### src/rtl/acc_pkg.sv
package acc_pkg;
  localparam int WORD_W  = 24;
  localparam int BYTE_W  = 8;
  localparam int FIELD_W = 15;

  typedef logic [WORD_W-1:0] word_t;

  typedef enum logic [2:0] {ST_FETCH, ST_DEC, ST_RD, ST_EXE, ST_WR} state_e;

  localparam logic [7:0] OP_LDA  = 8'h00;
  localparam logic [7:0] OP_LDX  = 8'h04;
  localparam logic [7:0] OP_LDL  = 8'h08;
  localparam logic [7:0] OP_STA  = 8'h0C;
  localparam logic [7:0] OP_STX  = 8'h10;
  localparam logic [7:0] OP_STL  = 8'h14;
  localparam logic [7:0] OP_ADD  = 8'h18;
  localparam logic [7:0] OP_SUB  = 8'h1C;
  localparam logic [7:0] OP_MUL  = 8'h20;
  localparam logic [7:0] OP_DIV  = 8'h24;
  localparam logic [7:0] OP_COMP = 8'h28;
  localparam logic [7:0] OP_JEQ  = 8'h30;
  localparam logic [7:0] OP_JGT  = 8'h34;
  localparam logic [7:0] OP_JLT  = 8'h38;
  localparam logic [7:0] OP_J    = 8'h3C;
  localparam logic [7:0] OP_JSUB = 8'h48;
  localparam logic [7:0] OP_RSUB = 8'h4C;
  localparam logic [7:0] OP_RD   = 8'hD8;
  localparam logic [7:0] OP_WD   = 8'hDC;
  localparam logic [7:0] OP_TD   = 8'hE0;

  localparam logic [1:0] CC_LT = 2'b00;
  localparam logic [1:0] CC_EQ = 2'b01;
  localparam logic [1:0] CC_GT = 2'b10;
  localparam int         ERR_BIT = 2;

  function automatic logic [1:0] f_cmp(word_t a, word_t b);
    if ($signed(a) < $signed(b)) return CC_LT;
    if (a == b) return CC_EQ;
    return CC_GT;
  endfunction

  function automatic word_t f_mul(word_t a, word_t b);
    return word_t'(a * b);
  endfunction

  // caller guarantees b != 0
  function automatic word_t f_div(word_t a, word_t b);
    return word_t'($signed(a) / $signed(b));
  endfunction

  function automatic logic f_reads_mem(logic [7:0] op);
    return op inside {OP_LDA, OP_LDX, OP_LDL, OP_ADD, OP_SUB,
                      OP_MUL, OP_DIV, OP_COMP};
  endfunction

  function automatic logic f_writes_mem(logic [7:0] op);
    return op inside {OP_STA, OP_STX, OP_STL};
  endfunction
endpackage

### src/rtl/acc_addr.sv
module acc_addr
  import acc_pkg::*;
#(
  parameter int ADDR_W = 15
) (
  input  logic [FIELD_W-1:0] field,
  input  logic               use_x,
  input  logic [ADDR_W-1:0]  idx_lo,
  output logic [ADDR_W-1:0]  ta
);
  assign ta = ADDR_W'(field) + (use_x ? idx_lo : '0);
endmodule

### src/rtl/acc_alu.sv
module acc_alu
  import acc_pkg::*;
(
  input  logic [7:0] op,
  input  word_t      a,
  input  word_t      b,
  output word_t      res,
  output logic [1:0] cc,
  output logic       dz
);
  always_comb begin
    res = a;
    dz  = 1'b0;
    unique case (op)
      OP_LDA: res = b;
      OP_ADD: res = a + b;
      OP_SUB: res = a - b;
      OP_MUL: res = f_mul(a, b);
      OP_DIV: begin
        if (b == '0) dz = 1'b1;
        else         res = f_div(a, b);
      end
      default: res = a;
    endcase
  end

  assign cc = f_cmp(a, b);
endmodule

### src/rtl/acc_core.sv
module acc_core
  import acc_pkg::*;
#(
  parameter int ADDR_W   = 15,
  parameter int RESET_PC = 0
) (
  input  logic              clk,
  input  logic              rst,
  output logic [ADDR_W-1:0] mem_addr,
  output logic              mem_we,
  output logic [7:0]        mem_wdata,
  input  logic [7:0]        mem_rdata,
  output logic [7:0]        dev_code,
  output logic              dev_test,
  input  logic              dev_ready,
  output logic              dev_rd,
  input  logic [7:0]        dev_rdata,
  output logic              dev_wr,
  output logic [7:0]        dev_wdata,
  output logic [23:0]       status_word
);
  localparam int PAD_W = WORD_W - ADDR_W;

  state_e            st_q;
  logic [1:0]        cnt_q;
  word_t             acc_q, idx_q, lnk_q, sw_q, ir_q, dr_q;
  logic [ADDR_W-1:0] pc_q, ta_q, ta_c, base;
  word_t             alu_res, st_src;
  logic [1:0]        alu_cc;
  logic              alu_dz;

  wire [7:0]         op    = ir_q[23:16];
  wire               xflag = ir_q[15];
  wire [FIELD_W-1:0] fld   = ir_q[FIELD_W-1:0];

  // named events for the checker
  wire fetch_done   = (st_q == ST_FETCH) && (cnt_q == 2'd3);
  wire div_zero_evt = (st_q == ST_EXE) && alu_dz && (op == OP_DIV);

  acc_addr #(.ADDR_W(ADDR_W)) u_addr (
    .field (fld),
    .use_x (xflag),
    .idx_lo(idx_q[ADDR_W-1:0]),
    .ta    (ta_c)
  );

  acc_alu u_alu (
    .op (op),
    .a  (acc_q),
    .b  (dr_q),
    .res(alu_res),
    .cc (alu_cc),
    .dz (alu_dz)
  );

  always_comb begin
    unique case (op)
      OP_STX:  st_src = idx_q;
      OP_STL:  st_src = lnk_q;
      default: st_src = acc_q;
    endcase
  end

  assign base      = (st_q == ST_FETCH) ? pc_q : ta_q;
  assign mem_addr  = base + ADDR_W'(cnt_q);
  assign mem_we    = (st_q == ST_WR);
  assign mem_wdata = (cnt_q == 2'd0) ? st_src[23:16] :
                     (cnt_q == 2'd1) ? st_src[15:8]  : st_src[7:0];

  assign dev_code    = fld[7:0];
  assign dev_test    = (st_q == ST_DEC) && (op == OP_TD);
  assign dev_rd      = (st_q == ST_DEC) && (op == OP_RD);
  assign dev_wr      = (st_q == ST_DEC) && (op == OP_WD);
  assign dev_wdata   = acc_q[7:0];
  assign status_word = sw_q;

  always_ff @(posedge clk) begin
    if (rst) begin
      st_q  <= ST_FETCH;
      cnt_q <= '0;
      pc_q  <= ADDR_W'(RESET_PC);
      ta_q  <= '0;
      acc_q <= '0;
      idx_q <= '0;
      lnk_q <= '0;
      sw_q  <= '0;
      ir_q  <= '0;
      dr_q  <= '0;
    end else begin
      unique case (st_q)
        ST_FETCH: begin
          if (cnt_q != 2'd0) ir_q <= {ir_q[15:0], mem_rdata};
          if (cnt_q == 2'd3) begin
            pc_q  <= pc_q + ADDR_W'(3);
            cnt_q <= '0;
            st_q  <= ST_DEC;
          end else begin
            cnt_q <= cnt_q + 2'd1;
          end
        end
        ST_DEC: begin
          ta_q  <= ta_c;
          cnt_q <= '0;
          st_q  <= ST_FETCH;
          if (f_reads_mem(op))  st_q <= ST_RD;
          if (f_writes_mem(op)) st_q <= ST_WR;
          unique case (op)
            OP_J:    pc_q <= ta_c;
            OP_JLT:  if (sw_q[1:0] == CC_LT) pc_q <= ta_c;
            OP_JEQ:  if (sw_q[1:0] == CC_EQ) pc_q <= ta_c;
            OP_JGT:  if (sw_q[1:0] == CC_GT) pc_q <= ta_c;
            OP_JSUB: begin
              lnk_q <= {{PAD_W{1'b0}}, pc_q};
              pc_q  <= ta_c;
            end
            OP_RSUB: pc_q <= lnk_q[ADDR_W-1:0];
            OP_TD:   sw_q[1:0] <= dev_ready ? CC_LT : CC_EQ;
            OP_RD:   acc_q[7:0] <= dev_rdata;
            default: ;
          endcase
        end
        ST_RD: begin
          if (cnt_q != 2'd0) dr_q <= {dr_q[15:0], mem_rdata};
          if (cnt_q == 2'd3) begin
            cnt_q <= '0;
            st_q  <= ST_EXE;
          end else begin
            cnt_q <= cnt_q + 2'd1;
          end
        end
        ST_EXE: begin
          unique case (op)
            OP_LDX:  idx_q <= dr_q;
            OP_LDL:  lnk_q <= dr_q;
            OP_COMP: sw_q[1:0] <= alu_cc;
            default: begin
              acc_q <= alu_res;
              if (alu_dz) sw_q[ERR_BIT] <= 1'b1;
            end
          endcase
          st_q <= ST_FETCH;
        end
        ST_WR: begin
          if (cnt_q == 2'd2) begin
            cnt_q <= '0;
            st_q  <= ST_FETCH;
          end else begin
            cnt_q <= cnt_q + 2'd1;
          end
        end
        default: st_q <= ST_FETCH;
      endcase
    end
  end
endmodule

### config.mk
export PLATFORM = sky130hd
export DESIGN_NAME = acc_core
export DESIGN_NICKNAME = d
export VERILOG_FILES = /design/src/rtl/acc_pkg.sv /design/src/rtl/acc_addr.sv /design/src/rtl/acc_alu.sv /design/src/rtl/acc_core.sv
export SDC_FILE = /design/constraint.sdc
export NUM_CORES = 2
export LEC_CHECK = 0
export BUFFER_PORTS_ARGS = -buffer_cell sky130_fd_sc_hd__buf_4
export CAP_MARGIN = 20
export CORE_ASPECT_RATIO = 0.9
export CORE_MARGIN = 4
export CORE_UTILIZATION = 45
export CTS_CLUSTER_DIAMETER = 200
export DETAILED_ROUTE_END_ITERATION = 6
export PLACE_DENSITY = 0.68
export SLEW_MARGIN = 20
export SYNTH_ARGS = -nofsm -noshare
export SYNTH_HDL_FRONTEND = slang
export SYNTH_SLANG_ARGS = --single-unit
### constraint.sdc
create_clock -name clk -period 66.5 [get_ports clk]
set_clock_uncertainty 0.2 [all_clocks]
set_input_delay 3.325 -clock clk [delete_from_list [all_inputs] [get_ports clk]]
set_output_delay 3.325 -clock clk [all_outputs]
set_load 0.02 [all_outputs]
==> metrics.md <==
| Metric | Value |
|---|---|
| Min-Delay Path Class | `reg2reg` |
| EDFF count, synth | `0` |
| Buffers on Ports | `64` |
| Die area | `0.0881 mm^2` |
| First-pass GRT wire length | `217 mm` |
| Top cells by count, synth | `720 x nand2_1, 455 x ha_1, 451 x nor2_1, 445 x a21oi_1, 363 x inv_1` |
| Data required time at the worst endpoint | `66.61 ns` |
| CP endpoint kind | `flip-flop` |
| Final antenna-violating net count | `0` |
| Most used cell, CP | `ha_1` |
| Slowest cell on crit path | `a2111oi_0` |
| Initial antenna violation count | `3` |
| Placed cell count | `6166` |
| Clk Latency, worst-skew pair | `0.46 ns` |
| Ranking of synthesized cells by area | `ha_1 15%, fa_1 12%, dfxtp_1 8.4%` |
| CTS tree | `done` |
| Rows | `100` |
| Residual DRC | `14` |
| Worst setup SP type | `flip-flop` |
| Setup crit end | `acc_q[17]$_SDFFE_PP0P_` |
| Syn-to-layout area delta | `5.93%` |
| Pin count of the biggest net entering global routing | `71` |
| Number of fill cells in the layout | `8280` |
| Die X | `roughly 310 um` |
| Die Span Y | `282 um` |
| Register bit total from synthesis | `158` |
| Reg-to-reg critical path startpoint | `acc_q[0]$_SDFFE_PP0P_` |
| CP Launch Point | `acc_q[0]$_SDFFE_PP0P_` |
| Number of global-route vias before repair | `36500` |
| Grt total ovfl | `0` |
| Synth Instances | `between 5000 and 6000` |
| CTS max path bufs | `2` |
| Min Tclk post-route | `between 60 and 70 ns` |
| Final Cell Area | `0.0397 mm^2` |
| Setup violators final | `0` |
| Post-synthesis cell area | `~0.038 mm^2` |
| Total CTS buffers | `17` |
| Worst r2r dst | `acc_q[17]$_SDFFE_PP0P_` |
| Final GP Congestion | `between 1 and 1.5` |
| Clk root buf | `clkbuf_16` |
| Avg Vias per Cell | `6.31` |
| Number of hold buffers added after cts | `0` |
| Violated checks | `design-rule violations` |
| Synthesized area per cell | `7.24 um^2` |
| DR pass1 iterations | `7` |
| Slew @ Worst Pin | `1.18 ns` |
| # clock sinks | `158` |
| Worst Path Arrival | `roughly 62 ns` |
| Fmax | `0.0161 GHz` |
| WL final | `roughly 140 mm` |
| Max_cap viols | `0` |
| Netlist cell types | `100` |
| First DRT Iteration DRCs | `4602` |
| Setup slack, reg-to-reg | `approximately 4.3 ns` |
| Most common cell in the netlist | `nand2_1` |
| Initial core utilization | `0.454` |
| DR WL/cell | `22.8 um` |
| Final Hold Fails | `0` |
| Core Util, Final | `0.480` |
| GR Util All Layers | `0.311` |
| Ports | `86` |
| Post-synth top area cell | `ha_1` |
| R2R cell count | `225` |
| Layout cells sized above 1 | `0.0699` |
| Synth warn | `0` |
| Top_reg_cell synth | `dfxtp_1` |
| Slew Limit Fails | `0` |
| Antenna fix cells | `0` |
| Asr flop ratio synth | `0` |
| Clk pin slew, worst setup/hold paths | `0.08 ns` |
| DP Wirelength | `between 100 and 150 mm` |
| Total number of vias | `roughly 39000` |
| Outcome | `complete, but fails checks` |
| CP max stage delay | `between 0.8 and 0.9 ns` |
| Relative slew slack | `0.212` |
| Register area share after synthesis | `0.0843` |
| CTS H-tree lvls | `4` |
| CP Class | `reg2reg` |
| Core area | `0.0827 mm^2` |
| Synth top area share | `0.152` |
| Setup_tns | `0 ns` |
| Cell Area, Placed | `0.0390 mm^2` |
| Nets@finish | `~5800` |
| Post-Layout Cell Count | `6198` |
| Highest net fanout along the worst path | `30` |
| Fin crit share | `0.936` |
layer usage:
layer / vias up / GRT usage / part of all wire
met4: 2 / 0.108 / 0.040
met3: 341 / 0.0767 / 0.12
met5: - / 0 / 0.000092
met1: 18600 / 0.443 / 0.43
li1: 17900 / - / -
met2: 2290 / 0.455 / 0.41
placed cells by master (no fill, tap or decap), drive strengths merged, types with 56 or more instances in the layout:
master and instances:
nor3 116, a21o 89, nor2b 56, fa 217, ha 455, buf 170
and2 129, a21oi 445, nor2 451, nand3 119, o21ai 206, inv 369
nand2 721, xnor2 229, xor2 114, dfxtp 158, o21a 82
flip-flops by register name, indices dropped and copies added, names as in the netlist:
register,cells
pc_q,15
lnk_q,24
idx_q,24
cnt_q,2
ta_q,15
acc_q,24
dr_q,24
ir_q,24
status_word,3
st_q,3
stage by stage:
stage	hold WS (ns)	worst slack (ns)
4_1_cts	0.256	3.06
3_3_place_gp	0.239	5.13
6_report	0.255	4.28
2_1_floorplan	0.232	12.61
5_1_grt	0.274	-0.000966
3_5_place_dp	0.246	3.24
worst max-delay path: cells and delay by family, from the launching register on:
| kind | cells | cell delay [ns] |
|---|---|---|
| adder cells (fa/ha/maj) | 24 | 7.26 |
| AND/OR/NAND/NOR | 71 | 17.38 |
| AO/OA/AOI/OAI | 110 | 31.37 |
| buffers and inverters | 12 | 2.50 |
| XOR/XNOR | 2 | 0.72 |
| flip-flops | 1 | 0.32 |
| multiplexers | 6 | 2.17 |
worst min-delay path by stage:
stage | start | to | slack (ns) | cells past startpoint
finish | idx_q[17]$_SDFFE_PP0P_ | idx_q[17]$_SDFFE_PP0P_ | 0.26 | 2
global route | ta_q[0]$_SDFFE_PP0P_ | ta_q[0]$_SDFFE_PP0P_ | 0.27 | 2
CTS | lnk_q[15]$_SDFFE_PP0P_ | lnk_q[15]$_SDFFE_PP0P_ | 0.26 | 2
detailed placement | lnk_q[20]$_SDFFE_PP0P_ | lnk_q[20]$_SDFFE_PP0P_ | 0.25 | 2
global placement | lnk_q[15]$_SDFFE_PP0P_ | lnk_q[15]$_SDFFE_PP0P_ | 0.24 | 2
floorplan | lnk_q[15]$_SDFFE_PP0P_ | lnk_q[15]$_SDFFE_PP0P_ | 0.23 | 2
timing repair:
action	CTS	global route
endpoints found under the hold margin	0	0
setup buffers	0	0
endpoints found under the setup margin	0	24
resized for setup	0	20
area by class of cell:
| class | instances | area (um^2) | area share |
|---|---|---|---|
| clock inverters | 14 | 201 | 0.00507 |
| flip-flops and latches | 158 | 3170 | 0.0797 |
| clock buffers | 18 | 439 | 0.0111 |
| repair buffers | 170 | 1280 | 0.0322 |
| well taps | 1122 | 1400 | 0.0353 |
| multi-input cells | 4348 | 31900 | 0.802 |
| inverters | 368 | 1380 | 0.0348 |
cell families (layout without fill, tap and decap cells):
| logic type | count (synthesis) | in the layout | synth area share |
|---|---|---|---|
| simple gates | 1891 | 1891 | 0.235 |
| compound gates | 1322 | 1322 | 0.231 |
| buf+inv | 698 | 570 | 0.0747 |
| fa+ha+maj | 673 | 673 | 0.268 |
| xor+xnor | 343 | 343 | 0.0801 |
| flops | 158 | 158 | 0.0843 |
| mux | 98 | 98 | 0.0278 |
| other cells | 1 | 21 | 0.000100 |
Power is not shown: default switching activity piles up to over one toggle a cycle in this logic, so the estimate is an artifact.
